### src/rtl/dma_page_addr_gen.sv
module dma_page_addr_gen #(
  parameter int PAGE_W = 8,
  parameter int OFS_W  = 16,
  localparam int NCH   = 4,
  localparam int HI_W  = PAGE_W - 1,
  localparam int AW    = HI_W + PAGE_W + OFS_W
) (
  input  logic              clk,
  input  logic              rst_n,
  input  logic              hi_en,
  input  logic              wr_en,
  input  logic              sel_hi,
  input  logic [2:0]        port_off,
  input  logic [PAGE_W-1:0] wr_data,
  output logic [PAGE_W-1:0] rd_data,
  input  logic [1:0]        chan,
  input  logic              count_down,
  input  logic [OFS_W-1:0]  cur_addr,
  input  logic [OFS_W-1:0]  xfer_pos,
  input  logic [OFS_W-1:0]  blk_len,
  output logic [AW-1:0]     phys_addr
);

  logic [NCH-1:0][PAGE_W-1:0] page_q, hpage_q;
  logic       slot_ok;
  logic [1:0] slot_ch;

  always_comb begin
    slot_ok = 1'b1;
    slot_ch = 2'd0;
    case (port_off)
      3'd7: slot_ch = 2'd0;
      3'd3: slot_ch = 2'd1;
      3'd1: slot_ch = 2'd2;
      3'd2: slot_ch = 2'd3;
      default: slot_ok = 1'b0;
    endcase
  end

  always_ff @(posedge clk or negedge rst_n) begin
    if (!rst_n) begin
      page_q  <= '0;
      hpage_q <= '0;
    end else if (wr_en && slot_ok) begin
      if (!sel_hi)    page_q[slot_ch]  <= wr_data;
      else if (hi_en) hpage_q[slot_ch] <= wr_data;
    end
  end

  assign rd_data = !slot_ok ? '0 :
                   !sel_hi  ? page_q[slot_ch] :
                   hi_en    ? hpage_q[slot_ch] : '0;

  logic [HI_W-1:0] hi_bits;
  logic [AW-1:0]   base;

  assign hi_bits   = hi_en ? hpage_q[chan][HI_W-1:0] : '0;
  assign base      = {hi_bits, page_q[chan], cur_addr};
  assign phys_addr = count_down ? base - AW'(xfer_pos) - AW'(blk_len)
                                : base + AW'(xfer_pos);

endmodule

### config.mk
export PLATFORM = sky130hd
export DESIGN_NAME = dma_page_addr_gen
export DESIGN_NICKNAME = d
export VERILOG_FILES = /design/src/rtl/dma_page_addr_gen.sv
export SDC_FILE = /design/constraint.sdc
export NUM_CORES = 1
export LEC_CHECK = 0
export BUFFER_PORTS_ARGS = -buffer_cell sky130_fd_sc_hd__buf_2
export CORE_ASPECT_RATIO = 1.1
export CORE_UTILIZATION = 45
export DETAILED_ROUTE_END_ITERATION = 16
export GPL_TIMING_DRIVEN = 0
export PLACE_DENSITY = 0.69
export SLEW_MARGIN = 40
export SYNTH_ARGS = -nofsm -noshare
export SYNTH_HDL_FRONTEND = slang
export SYNTH_SLANG_ARGS = --single-unit
### constraint.sdc
create_clock -name clk -period 2.6 [get_ports clk]
set_clock_uncertainty 0.2 [all_clocks]
set_input_delay 0 -clock clk [delete_from_list [all_inputs] [get_ports clk]]
set_output_delay 0 -clock clk [all_outputs]
set_load 0.02 [all_outputs]
---- Yosys cells after proc, flatten, opt, wreduce, memory -nomap -nowiden ----
Cells that the tools add are included.
storage, ports and cells
  bits in registers ....................... 64
  latch bits .............................. 0
  RAM bits ................................ 0
  bits in read-only memories .............. 0
  output and inout bits ................... 39
  logic and storage cells ................. 43
  memories ................................ 0
operators by class
  add/sub/neg operators ................... 3
  multipliers ............................. 0
  div/mod/pow operators ................... 0
  magnitude comparators ................... 3
  equality and inequality tests ........... 4
  shifts and indexed selects .............. 0
  mux-type cells .......................... 19
  bitwise gates (word level) .............. 1
  reduce and logical (&&, ||, !) cells .... 5
operators by type and width
  operator              number
  $bmux W8 S2           4
  $bwmux W32            2
  $sub A31 B16 Y31      2
  $mux W8               7
  $add A31 B16 Y31      1
  $mux W31              1
  $demux W8 S2          1
  $mux W7               2
  $eq A3 B2 Y1 const B  2
  $lt A2 B3 Y1 const B  2
  $pmux W2 S3           1
  $reduce_or A4 Y1      1
  $eq A3 B1 Y1 const B  1
  $eq A3 B3 Y1 const B  1
  $reduce_and A3 Y1     1
  $ge A2 B1 Y1 const B  1
  $logic_and A1 B1 Y1   2
  $reduce_and A2 Y1     1
  $mux W1               1
  $not A1 Y1            1

---- Logic depth before layout (Yosys ltp) ----
Gate-level depths: netlist of the first run.
  word-level depth ........................ 7
  depth in mapped cells ................... 12
  gate-level depth less buffers ........... 12

---- Least setup slack after synthesis of the first run ----
Ideal clock, no wire load.
  kind .................................... reg2out
  from .................................... reg page_q[24] (netlist bit)
  to ...................................... out phys_addr[29]
  arrival time ............................ 2,842 ps
  required time ........................... 2,400 ps
  slack ................................... -442 ps
  stages on the path, launching flop included .. 11
  path buffers ............................ 1
  path through ............................ dfrtp_1 > mux4_2 > ha_1 > clkbuf_1 > and3_1 > nand3_1 > or3_1 > a41oi_1 > a21oi_2 > o21ai_1 > xor2_1
on the way
  cells in the longest elaborated chain, start to end .. 5
  elaborated cells between the ends (all ways) .. 6
ends and longest elaborated chain
  what                               line  text
  start, declared                    24    logic [NCH-1:0][PAGE_W-1:0] page_q, hpage_q;
  start signal, assigned by index    45    if (!sel_hi) page_q[slot_ch] <= wr_data;
  $bmux W8 S2 (*)                    58    assign base = {hi_bits, page_q[chan], cur_addr};
  $mux W8 (not written as such) (*)  58
  $sub A31 B16 Y31 (2 in series)     59    assign phys_addr = count_down ? base - AW'(xfer_pos) - AW'(blk_len)
  $mux W31 (*)                       59
  end, declared                      21    output logic [AW-1:0] phys_addr
Every way passes the cells marked *; elsewhere a longest branch is shown, timed or not. The select of a mux whose other input is x is not followed.

---- Worst setup path after layout of the first run ----
  from .................................... reg page_q[24] (netlist bit)
  to ...................................... out phys_addr[21]
The elaborated chain is that of the path after synthesis.

==> out/summary.txt, run 1 <==
DRC Markers: 0
Peak supply drop: 0.4579 mV
Core Region: 13910 um^2
R2r setup slk: 1.47 ns
Area of the die: 14820 um^2
P&R area growth vs syn: 34.83%
Initial Utilization: 46.40%
Library cells used by synthesis: 62
Via count: 6430
Die W: 116.2 um
Die height: 127.6 um
Psw: 0.002166 W
Starting DRT DRC Count: 527
Clock buffer depth: 2
Initial antenna violation count: 0
Core Rows: 45
Overall Global Routing Usage: 26.73%
Seq/Total Area, Yosys: 24.82%
Clk pwr share: 21.9%
Delay-heaviest family, CP: simple AND/OR/NAND/NOR gates
Dpl cell area: 7381 um^2
Most frequent cells in the layout: buf_2 (78), nor2_1 (67), dfrtp_1 (64)
Worst hold slack: 0.008533 ns
Vias in the first global route: 6240
Clk_lat worst skew: 0.33 ns
CP Class: reg2out
Average routed wire per standard cell: 18.28 um
Largest net degree at the start of global routing: 38
Pleak: 3.865 nW
Number of I/O pins: 106
GRT met1 Usage: 33.91%
CP endpoint kind: output pin
Setup tns final: -6.361 ns
Worst Path Required: 2.40 ns
Total Wirelength: 20160 um
Worst Slack Setup Final: -0.5713 ns
Post-route ant nets: 0
Grt ovf: 0
CTS clock-pin slew for the worst setup and hold paths: 0.05 ns
Slew Limit Fails: 0
First-pass GRT wire length: 30630 um
Crit path arrival time: 2.97 ns
Yosys reg bits: 64
Layout filler cell count: 1160
Buf+Inv Stages, Crit Path: 2
Share of layout cells above drive strength 1: 35.63%
Worst hold path cell count: 5
Failing checks: negative setup slack
Comb pwr share: 53.1%
CP max stage cell: mux4_2
Synth Instances: 742
First-pass DRT Iterations: 5
Fin. Hold Viols: 0
Via density per instance: 5.830
Yosys warning total: 0
Placement Setup Slack: -0.7784 ns
Slew @ Worst Pin: 0.7642 ns
Reg-to-Reg Start: page_q[1]$_DFFE_PN0P_
Ant. Diodes: 0
Internal power: 0.003376 W
Hold EP: hpage_q[1]$_DFFE_PN0P_
Placed wire-length estimate: 14330 um
Syn avg cell area: 8.696 um^2
Synthesized net count: 861
Outcome: finished, violations left
F_max: 0.3153 GHz
# nets final: 1029
CTS H-tree lvls: 3
CTS tree: built
Biggest cell delay along the critical path: 0.55 ns
Leading cell type in the layout, fill and taps excluded: buf_2
Layer with the highest usage: met2
Cell Chain, Critical Path: mux4_2 -> ha_4 -> and3_4 -> nand3_2 -> or3_4 -> a41oi_2 -> a21oi_2 -> buf_4 -> xor2_2 -> buf_6
Final Non-Filler Cells: 1103
Post-synth ARST share: 100.0%
Design area: 8700 um^2
Setup-failing EPs final: 18
# port buffers: 103
Met3 Usage GRT: 3.985%
GP Congestion: 0.9175
Mapped Area: 6452 um^2
Switching Share: 39.09%
Met2 Use GR: 45.80%
RSZ-0062 raised after global routing: yes
Final period util: 122.0%
Relative slew slack: 48.78%
TritonCTS buffer count: 9
FF-to-FF End: page_q[1]$_DFFE_PN0P_
Crit start category: register
Sequential power share: 25.0%
Worst-path maximum fanout: 5
Max cap viols: 0
Top_reg_cell synth: dfrtp_1
Hold path start: port_off[2]
Post-synth EDFFs: 0
Power Dens Cells: 637.0 nW/um^2
Root Buffer: clkbuf_16
Worst reg-to-reg path cell count: 4
Fin crit period: 3.171 ns
# clock sinks: 64
Hold/Removal Path Class: in2reg
Placed Cells: 1036
==> metrics by stage <==
step / power (W) / util, %
floorplan: 0.003002 / -
global placement: 0.003624 / 52.60
detailed placement: 0.003662 / 53.07
CTS: 0.005188 / 59.61
global route: 0.005839 / 62.56
finish: 0.005542 / 62.56
==> cells by family (layout without fill, tap and decap cells) <==
kind of cell	after synthesis	in the layout	share of synthesized area, %
xor gates and xnor gates	40	40	5.429
adders and majority gates	52	52	12.06
and+or+nand+nor	212	212	15.82
buffers and inverters	91	264	5.701
muxes	76	76	16.17
AOI/OAI and AO/OA	207	207	19.99
DFF	64	64	24.82
==> power groups by stage <==
stage / combinational (W) / clock [W] / sequential, W
final: 0.00294 / 0.00121 / 0.00139
after global routing: 0.00316 / 0.00127 / 0.00141
after CTS: 0.00259 / 0.00121 / 0.00138
after detailed placement: 0.00226 / 0 / 0.00140
after global placement: 0.00223 / 0 / 0.00139
after floorplan: 0.00166 / 0 / 0.00134
==> cell type report <==
type	count	area (um^2)	area share [%]
well taps	188	235.2	2.704
repair buffers	159	1135	13.04
inverters	57	221.5	2.546
plain buffers	32	163.9	1.884
clock buffers	13	260.3	2.992
clock inverters	3	40.04	0.4602
multi-input cells	587	5042	57.96
flip-flops and latches	64	1602	18.41
==> state kept, by name, summed over array words and instances (netlist names) <==
register / cells
hpage_q: 32
page_q: 32
==> per-layer routing <==
| metal | part of all wire [%] | vias up | wire (um) |
|---|---|---|---|
| met1 | 41 | 3104 | 8365 |
| met2 | 50 | 291 | 10030 |
| li1 | - | 2990 | - |
| met5 | 0 | - | 0 |
| met4 | 2.5 | 0 | 503 |
| met3 | 6.3 | 45 | 1265 |
==> worst min-delay path, cell delays in order <==
cell and delay [ns]:
buf_2 0.14, nand2_1 0.12, nor3_2 0.10, nand2_1 0.07, o21ai_0 0.06
==> synth_stat cells, drive strengths merged, types with 5 or more instances <==
cell     number  area, um^2
mux2i        12       120.1
fa           17       340.3
a221oi        9       78.83
a211oi        7       57.55
xnor2        23       201.4
a21oi        62       317.8
and2          5       31.28
a21o         15       112.6
mux4         15       371.6
or3           5       36.28
dfrtp        64        1602
mux2         49       551.8
a31oi         6       37.54
o21ai        68       344.1
a2111oi      11       102.6
nand2b       15       93.84
nor3         15       75.07
xor2         17       148.9
nor2         72       270.3
buf           9       60.06
o21a          8       60.06
o211ai        5       37.54
clkbuf       25       93.84
inv          57       214.0
nand2        58       217.7
ha           35       437.9
and3          6       37.54
nand3        11       55.05
==> how the worst max path moves through the flow <==
stage	depth (start not counted)	slack, ns	to	from
floorplan	10	-0.15	phys_addr[29]	page_q[24]$_DFFE_PN0P_
global placement	12	-0.75	phys_addr[30]	cur_addr[1]
detailed placement	13	-0.78	phys_addr[30]	cur_addr[0]
CTS	10	-0.56	phys_addr[29]	page_q[24]$_DFFE_PN0P_
global route	10	-0.63	phys_addr[20]	page_q[24]$_DFFE_PN0P_
finish	10	-0.57	phys_addr[21]	page_q[24]$_DFFE_PN0P_
==> what timing repair did <==
item	CTS	global route
gates resized for setup	77	71
pin swaps	33	31
endpoints found under the setup margin	19	25
setup buffers	23	18
hold buffers	12	1
endpoints found under the hold margin	128	1
(Power assumes the default switching activity.)
==> run 2, diff against run 1 <==
Settings changed: PLACE_DENSITY 0.69 to 0.66.
Clock period 2.6 ns to 2.95 ns, I/O delays scaled along.
==> run 2 against run 1 <==
The flow still finishes with violations (negative setup slack). Clock-buffer cell count decreased by 2. Utilization decreased by 3.8 points. Flip-flop and latch count stayed put. Critical path type unchanged. Largest cell class unchanged. Via count fell by 3.7%. Sequential share of layout area up 1.2 points. Register-to-register slack better by 0.38 ns. Critical path depth shrank 1. Worst hold slack worse by 0.0028 ns. Largest power group unchanged. Routed wire length is 4.7% lower. Non-clock buffer count is 25 lower.
==> out/summary.txt, run 2 (synthesized netlist as in run 1, its figures left out) <==
CTS clock-pin slew for the worst setup and hold paths: 0.06 ns (was 0.05 ns)
Root Buffer: clkbuf_16 (unchanged)
Hold EP: hpage_q[3]$_DFFE_PN0P_ (was hpage_q[1]$_DFFE_PN0P_)
Core Rows: 45 (unchanged)
Max cap viols: 0 (unchanged)
Met3 WL: 956 um (was 1265 um)
Grt ovf: 0 (unchanged)
Setup-failing EPs final: 11 (was 18)
Hold/Removal Path Class: in2reg (unchanged)
Setup tns final: -1.621 ns (was -6.361 ns)
Top routing layer used: met4 (unchanged)
RSZ-0062 raised after global routing: yes (unchanged)
Average routed wire per standard cell: 17.82 um (was 18.28 um)
Largest net degree at the start of global routing: 38 (unchanged)
Via count: 6191 (was 6430)
Die height: 127.6 um (unchanged)
Fin. Hold Viols: 0 (unchanged)
Biggest cell delay along the critical path: 0.58 ns (was 0.55 ns)
Clk_lat worst skew: 0.33 ns (about the same)
Met1 wire length: 8300 um (was 8365 um)
Initial antenna violation count: 0 (unchanged)
Ant. Diodes: 0 (unchanged)
Cell Chain, Critical Path: mux4_2 -> ha_4 -> and3_4 -> nand3_4 -> or3_4 -> a41oi_2 -> a21oi_2 -> xor2_1 -> buf_4 (was mux4_2 -> ha_4 -> and3_4 -> nand3_2 -> or3_4 -> a41oi_2 -> a21oi_2 -> buf_4 -> xor2_2 -> buf_6)
Leading cell type in the layout, fill and taps excluded: buf_2 (unchanged)
Met2 routed WL: 9501 um (was 10030 um)
Area of the die: 14820 um^2 (unchanged)
Post-route ant nets: 0 (unchanged)
Final period util: 108.0%
Worst reg-to-reg path cell count: 2 (was 4)
Overall Global Routing Usage: 26.11% (was 26.73%)
Slew @ Worst Pin: 0.8261 ns (was 0.7642 ns)
Initial Utilization: 46.40% (unchanged)
Core Region: 13910 um^2 (unchanged)
Reg-to-Reg Start: page_q[24]$_DFFE_PN0P_ (was page_q[1]$_DFFE_PN0P_)
CP Class: reg2out (unchanged)
# port buffers: 103 (unchanged)
First-pass DRT Iterations: 6 (was 5)
Final Non-Filler Cells: 1078 (was 1103)
First-pass GRT wire length: 30120 um (was 30630 um)
Via density per instance: 5.743 (was 5.830)
Fin crit period: 3.185 ns
Worst hold path cell count: 5 (unchanged)
Slew Limit Fails: 0 (unchanged)
Failing checks: negative setup slack (unchanged)
TritonCTS buffer count: 9 (unchanged)
Worst-path maximum fanout: 4 (was 5)
Outcome: finished, violations left (unchanged)
Worst Path Required: 2.75 ns (was 2.40 ns)
# clock sinks: 64 (unchanged)
F_max: 0.3140 GHz
Largest regs: hpage_q (32), page_q (32) (unchanged)
GP Congestion: 0.8623 (was 0.9175)
Multi-input combinational cell area: 4760 um^2 (was 5042 um^2)
Power Dens Cells: 577.8 nW/um^2 (was 637.0 nW/um^2)
Crit start category: register (unchanged)
Total Wirelength: 19220 um (was 20160 um)
Most frequent cells in the layout: buf_2 (92), nor2_1 (70), dfrtp_1 (64) (was buf_2 (78), nor2_1 (67), dfrtp_1 (64))
FF-to-FF End: page_q[24]$_DFFE_PN0P_ (was page_q[1]$_DFFE_PN0P_)
Relative slew slack: 44.93% (was 48.78%)
# nets final: 1004 (was 1029)
Crit path arrival time: 2.99 ns (was 2.97 ns)
P&R area growth vs syn: 26.72% (was 34.83%)
CP endpoint kind: output pin (unchanged)
Worst Slack Setup Final: -0.2352 ns (was -0.5713 ns)
Sequential Area: 1602 um^2 (unchanged)
Placement Setup Slack: -0.5942 ns (was -0.7784 ns)
Clock buffer depth: 2 (unchanged)
Number of I/O pins: 106 (unchanged)
Peak supply drop: 0.4831 mV (was 0.4579 mV)
Hold path start: port_off[2] (unchanged)
Placed Cells: 1035 (was 1036)
Placed wire-length estimate: 14470 um (was 14330 um)
DRC Markers: 0 (unchanged)
CTS tree: built (unchanged)
R2r setup slk: 1.85 ns (was 1.47 ns)
Pleak: 3.704 nW (was 3.865 nW)
CP max stage cell: mux4_2 (unchanged)
Worst hold slack: 0.005720 ns (was 0.008533 ns)
Vias in the first global route: 6002 (was 6240)
Layout filler cell count: 1258 (was 1160)
Share of layout cells above drive strength 1: 27.98% (was 35.63%)
CTS H-tree lvls: 3 (unchanged)
Starting DRT DRC Count: 543 (was 527)
Die W: 116.2 um (unchanged)
## run 2: changes by cell type in the layout (fill, tap and decap cells not counted), sizes merged
cell,delta
clkinvlp,+1
clkbuf,-3
bufinv,+2
inv,+1
buf,-25
clkinv,-2
dlygate4sd3,+1
## run 2: area by class of cell
| cell class | instances | area share, % |
|---|---|---|
| clock buffer | 11 | 3.091 |
| clock inverter | 5 | 1.255 |
| sequential | 64 | 19.59 |
| timing repair buffer | 135 | 10.62 |
| multi-input combinational | 587 | 58.21 |
| buffer | 31 | 1.744 |
| inverter | 57 | 2.617 |
| tap | 188 | 2.877 |
## run 2: worst max path at each step
stage,start,to,slack (ns),cells after the start
floorplan,page_q[24]$_DFFE_PN0P_,phys_addr[29],0.07,10
global placement,cur_addr[1],phys_addr[30],-0.76,12
detailed placement,cur_addr[1],phys_addr[30],-0.59,12
CTS,page_q[24]$_DFFE_PN0P_,phys_addr[21],-0.38,10
global route,page_q[16]$_DFFE_PN0P_,phys_addr[21],-0.29,9
finish,page_q[0]$_DFFE_PN0P_,phys_addr[21],-0.24,9
## run 2: report_power, final
part / internal, W / switching, W / leakage (nW) / total [W]
Combinational: 0.000992 / 0.00125 / 2.75 / 0.00224
Clock: 0.000869 / 0.000385 / 0.172 / 0.00125
Sequential: 0.00107 / 0.000154 / 0.787 / 0.00123
## run 2: critical path: cells and delay by family (launching register included)
family                   cells  cell delay [ns]
AND/OR/NAND/NOR              3             0.66
multiplexers                 1             0.58
flip-flops                   1             0.40
adder cells (fa/ha/maj)      1             0.34
AO/OA/AOI/OAI                2             0.25
XOR/XNOR                     1             0.24
buffers and inverters        1             0.19
## run 2: routing by layer
layer | global-route usage, % | vias to the layer above
met2 | 44.89 | 226
li1 | - | 2953
met3 | 2.609 | 39
met4 | 8.069 | 0
met5 | 0 | -
met1 | 34.35 | 2973
## run 2: timing repair
item                                    in CTS  in global routing
endpoints found under the setup margin      17                 17
buffers inserted                             7                  9
pin swaps                                   19                 16
hold buffers                                14                  0
hold endpoints to repair                   128                  0
gates resized for setup                     50                 18
## run 2: stage by stage
step / util [%] / cell area [um^2] / power (W)
3_3_place_gp: 51.86 / 7212 / 0.003147
5_1_grt: 58.79 / 8177 / 0.004990
6_report: 58.79 / 8177 / 0.004725
4_1_cts: 57.73 / 8029 / 0.004615
2_1_floorplan: - / 6461 / 0.002595
3_5_place_dp: 52.29 / 7272 / 0.003178
